**src/rtl/csel_pkg.sv**
```systemverilog
// Package: shared helpers for the carry select adder.
// Assumes callers pass an even total width.
package csel_pkg;

    // Width of one half of the split operand.
    function automatic int half_of(input int total);
        return total / 2;
    endfunction

endpackage

```
**src/rtl/csel_cla.sv**
```systemverilog
// Module: csel_cla
// Adds two WIDTH-bit values plus a carry-in. Every internal carry is built
// directly as a sum of products of generate/propagate terms (look-ahead),
// not by rippling. Assumes a small WIDTH (fan-in grows with WIDTH).
module csel_cla #(
    parameter int WIDTH = 4
) (
    input  logic [WIDTH-1:0] x_i,
    input  logic [WIDTH-1:0] y_i,
    input  logic             ci_i,
    output logic [WIDTH-1:0] s_o,
    output logic             co_o
);
    logic [WIDTH-1:0] gen_w;
    logic [WIDTH-1:0] prop_w;
    logic [WIDTH:0]   cin_w;
    logic             chain_v;
    logic             term_v;
    logic             acc_v;

    // Bit-level generate and propagate terms.
    assign gen_w  = x_i & y_i;
    assign prop_w = x_i ^ y_i;

    // Look-ahead carries: each carry as an OR of product terms.
    always_comb begin
        cin_w[0] = ci_i;
        chain_v  = 1'b0;
        term_v   = 1'b0;
        acc_v    = 1'b0;
        for (int i = 1; i <= WIDTH; i++) begin
            chain_v = ci_i;
            for (int j = 0; j < i; j++) begin
                chain_v = chain_v & prop_w[j];
            end
            acc_v = chain_v;
            for (int j = 0; j < i; j++) begin
                term_v = gen_w[j];
                for (int k = j + 1; k < i; k++) begin
                    term_v = term_v & prop_w[k];
                end
                acc_v = acc_v | term_v;
            end
            cin_w[i] = acc_v;
        end
    end

    // Sum bits from propagate and the carry into each position.
    assign s_o  = prop_w ^ cin_w[WIDTH-1:0];
    assign co_o = cin_w[WIDTH];

    // Check of the look-ahead network against plain arithmetic.
    always_comb begin
        AST_CLA_SUM: assert ({co_o, s_o} ==
            ({1'b0, x_i} + {1'b0, y_i} + {{WIDTH{1'b0}}, ci_i}));
    end

endmodule

```
**src/rtl/csel_upper.sv**
```systemverilog
// Module: csel_upper
// Computes the upper half twice (carry-in 0 and carry-in 1), picks the sum
// with the lower carry, and forms the carry-out with the reduced selection
// sel ? c1 : (c0 & c1). Assumes c0 implies c1, which holds for any adder.
module csel_upper #(
    parameter int WIDTH = 4
) (
    input  logic [WIDTH-1:0] x_i,
    input  logic [WIDTH-1:0] y_i,
    input  logic             sel_i,
    output logic [WIDTH-1:0] s_o,
    output logic             co_o
);
    logic [WIDTH-1:0] sum_z_w;
    logic [WIDTH-1:0] sum_o_w;
    logic             co_z_w;
    logic             co_o_w;

    // Speculative copy assuming no incoming carry.
    csel_cla #(.WIDTH(WIDTH)) u_zero (
        .x_i  (x_i),
        .y_i  (y_i),
        .ci_i (1'b0),
        .s_o  (sum_z_w),
        .co_o (co_z_w)
    );

    // Speculative copy assuming an incoming carry.
    csel_cla #(.WIDTH(WIDTH)) u_one (
        .x_i  (x_i),
        .y_i  (y_i),
        .ci_i (1'b1),
        .s_o  (sum_o_w),
        .co_o (co_o_w)
    );

    // One 2:1 select per sum bit, steered by the lower carry.
    for (genvar gi = 0; gi < WIDTH; gi++) begin : g_pick
        assign s_o[gi] = sel_i ? sum_o_w[gi] : sum_z_w[gi];
    end

    // Reduced carry selection: pass c1, or AND both copies.
    assign co_o = sel_i ? co_o_w : (co_z_w & co_o_w);

    // Checks on the speculative copies and the selection.
    always_comb begin
        AST_COPY_ORDER: assert (!co_z_w || co_o_w);
        AST_PICK_SUM: assert (s_o == (sel_i ? (x_i + y_i + 1'b1) : (x_i + y_i)));
        AST_CARRY_HI: assert (!sel_i || (co_o == co_o_w));
        AST_CARRY_LO: assert (sel_i || (co_o == co_z_w));
    end

endmodule

```
**src/rtl/csel_adder.sv**
```systemverilog
// Module: csel_adder (top)
// Carry select adder: the lower half uses a look-ahead sub-adder on the
// external carry-in; its carry chooses between two speculative upper halves.
// Assumes WIDTH is even; the split is at WIDTH/2.
module csel_adder #(
    parameter int WIDTH = 8
) (
    input  logic [WIDTH-1:0] a_i,
    input  logic [WIDTH-1:0] b_i,
    input  logic             c_i,
    output logic [WIDTH-1:0] sum_o,
    output logic             carry_o
);
    localparam int HALF = csel_pkg::half_of(WIDTH);

    logic [HALF-1:0] lo_sum_w;
    logic            lo_carry_w;
    logic [HALF-1:0] hi_sum_w;

    // Lower half on the real carry-in.
    csel_cla #(.WIDTH(HALF)) u_low (
        .x_i  (a_i[HALF-1:0]),
        .y_i  (b_i[HALF-1:0]),
        .ci_i (c_i),
        .s_o  (lo_sum_w),
        .co_o (lo_carry_w)
    );

    // Upper half, speculated and selected.
    csel_upper #(.WIDTH(HALF)) u_high (
        .x_i   (a_i[WIDTH-1:HALF]),
        .y_i   (b_i[WIDTH-1:HALF]),
        .sel_i (lo_carry_w),
        .s_o   (hi_sum_w),
        .co_o  (carry_o)
    );

    // Join the two halves into the full sum.
    assign sum_o = {hi_sum_w, lo_sum_w};

    // End-to-end check of sum and carry.
    always_comb begin
        AST_TOTAL_SUM: assert ({carry_o, sum_o} ==
            ({1'b0, a_i} + {1'b0, b_i} + {{WIDTH{1'b0}}, c_i}));
    end

endmodule

```
**config.mk**
```make
export PLATFORM = sky130hd
export DESIGN_NAME = csel_adder
export DESIGN_NICKNAME = d
export VERILOG_FILES = /design/src/rtl/csel_pkg.sv /design/src/rtl/csel_cla.sv /design/src/rtl/csel_upper.sv /design/src/rtl/csel_adder.sv
export SDC_FILE = /design/constraint.sdc
export NUM_CORES = 1
export LEC_CHECK = 0
export BUFFER_PORTS_ARGS = -buffer_cell sky130_fd_sc_hd__buf_2
export CAP_MARGIN = 20
export CORE_AREA = 2 2 39 41
export DETAILED_ROUTE_END_ITERATION = 7
export DIE_AREA = 0 0 41 43
export PLACE_DENSITY = 0.66
export RECOVER_POWER = 25
export SLEW_MARGIN = 20
export SYNTH_ARGS = -nofsm -noshare
export SYNTH_HDL_FRONTEND = slang
export SYNTH_SLANG_ARGS = --single-unit
```
**constraint.sdc**
```tcl
create_clock -name vclk -period 1.7
set_clock_uncertainty 0.2 [all_clocks]
set_input_delay 0.255 -clock vclk [all_inputs]
set_output_delay 0.255 -clock vclk [all_outputs]
set_load 0.01 [all_outputs]
```
==> results.toml <==
[final_layout]
nFillCells = 129
diodes = 0
postLayoutCoreUtil_pct = 58.0
layout-drive-gt1-share_pct = 71.3
design_area_um2 = 802
fin_nets = 112
clockBufferCount = 0
final-seq-area_um2 = 0
area_growth_syn_to_layout_pct = 114
flops_and_latches = 0

[timing]
tightest_slew_ps = 244
fin_crit_sh_pct = 121
rsz0062_at_grt = "yes"
max-slew-margin-rel_pct = 83.7
setup-violations-final = 7
fin_hold_ws_ps = 705
slew_violations = 0
period_needed_ps = 2060
setup_slack_ps = -363
maxClockFrequency_mhz = 485
hold_viol = 0

[synth]
synth_cell_types = 20
synth-simple-area-share_pct = 6.35
synth_compound_area_share_pct = 24.1
synth-xor-area-share_pct = 16.4
syn_nets = 70
synth.most_common_cell = "ha_1"
synthCells = 40
synth_top_cells_by_area = "ha_1, fa_1, xnor2_1"
ys_seq_area_share_pct = 0
synth_area_um2 = 374
yosys_warnings = 0
synth.avg_cell_area_um2 = 9.35
muxShareOfSynthArea_pct = 2.68
synth_top_area_share_pct = 36.8
synth_common_cells = "ha_1, xnor2_1, inv_1, xor2_1"
synthAdderAreaFrac_pct = 47.5
synth_top_family_by_area = "adder cells"
synth_top_area_cell = "ha_1"

[pwr]
pwr-share-seq_pct = 0
ir_drop_mv = 0.193
power_w = 0.000312
p_sw_w = 0.000135
p_int_w = 0.000177
combPwrFrac_pct = 100.0
power_leakage_nw = 0.380
clockPowerShare_pct = 0
power.density_nw_per_um2 = 389
switching_share_pct = 43.3

[die]
core_um2 = 1380
rows = 14
die_h_um = 43
dieArea_um2 = 1760
pin_count = 26
start_util_pct = 27.0
die_w_um = 41

[global_route]
overflow = 0
antenna_found_initial = 0
grt_max_degree = 5
grt.total_usage_pct = 11.1
grt_pass1_vias = 425
grt_pass1_wl_um = 1500

[outcome]
violations = "negative setup slack"
status = "finished, violations left"

[worst_setup_path]
worstSetupEndpointType = "primary output"
required_ps = 1240
start_kind = "input pin"
cp_max_fo = 3
cp_data_arrival_time_ps = 1610
worstSetupPathType = "in2out"

[detailed_routing]
drt_iter0_drc = 3
drt_wl_total_um = 964
antenna_left = 0
drtPass1Iterations = 2
post-route-drc-count = 0
viasPerCell = 4.73
route.vias.total = 454
wire_per_inst_um = 10.0

[clock_network]
cts_hold_buf = 0

[worst_hold_path]
hp-class = "in2out"
hold_depth = 3
min_to = "sum_o[0]"
worst_hold_startpoint = "c_i"

[place]
gp_congestion = 0.668
post_dp_cell_area_um2 = 684
place.port_buffers = 26
dpl.hpwl_um = 805

[job]
maxCapViolations = 0
==> power groups by stage <==
stage / Sequential (W) / Clock (W) / Combinational [W]
finish: 0 / 0 / 0.000312
global route: 0 / 0 / 0.000345
CTS: 0 / 0 / 0.000301
detailed placement: 0 / 0 / 0.000269
global placement: 0 / 0 / 0.000264
floorplan: 0 / 0 / 0.000152
==> final cells by class <==
class | instances | area (um^2) | share of cell area [%]
tap | 16 | 20.0 | 2.50
inverter | 3 | 11.3 | 1.40
multi-input combinational | 37 | 493 | 61.5
timing repair buffer | 40 | 278 | 34.6
==> layout by cell type (no fill, tap or decap), drive strengths merged <==
cell type	count
o21bai	1
buf	40
o22ai	1
a211o	1
nor2	1
a211oi	1
mux2i	1
xor2	3
o21a	2
o211ai	1
ha	11
nand4	1
or3	1
o21ai	1
fa	2
xnor2	4
a311o	1
nand2	2
a21oi	2
inv	3
==> critical path, stage by stage <==
cell and delay [ps]:
buf_8 100, ha_4 240, ha_4 150, a311o_1 270
a211oi_2 290, xnor2_1 150, buf_2 150
==> per-stage QoR <==
stage / setup TNS (ps) / setup slack (ps) / std cells
2_1_floorplan: -358 / -175 / 40
3_3_place_gp: -1860 / -390 / 96
3_5_place_dp: -2020 / -415 / 96
4_1_cts: -1670 / -389 / 97
5_1_grt: -2030 / -460 / 96
6_report: -1570 / -363 / 96
==> worst max path at each step <==
stage / from / endpoint / slack, ps
6_report: a_i[5] / sum_o[7] / -360
4_1_cts: b_i[5] / sum_o[7] / -390
5_1_grt: a_i[5] / sum_o[7] / -460
3_3_place_gp: a_i[0] / sum_o[6] / -390
2_1_floorplan: a_i[0] / sum_o[6] / -170
3_5_place_dp: a_i[0] / sum_o[6] / -410
==> metal layers <==
metal / vias up / share of wire [%] / global-route usage [%]
li1: 228 / - / -
met1: 214 / 40 / 13.3
met2: 12 / 56 / 21.3
met3: 0 / 4.3 / 0.524
met4: 0 / 0 / 0
met5: - / 0 / 0
==> cells by family (layout without fill, tap and decap cells) <==
| kind of cell | Yosys count | after routing |
|---|---|---|
| AO/OA/AOI/OAI | 11 | 11 |
| buffers and inverters | 3 | 43 |
| adder cells (fa/ha/maj) | 13 | 13 |
| XOR/XNOR | 7 | 7 |
| multiplexers | 1 | 1 |
| AND/OR/NAND/NOR | 5 | 5 |
==> timing repair <==
action / CTS / global route
gates resized for setup: 16 / 8
buffers inserted: 1 / 1
pin swaps: 13 / 7
endpoints found under the setup margin: 7 / 9
Note: power is estimated with default switching activity, not from simulation.
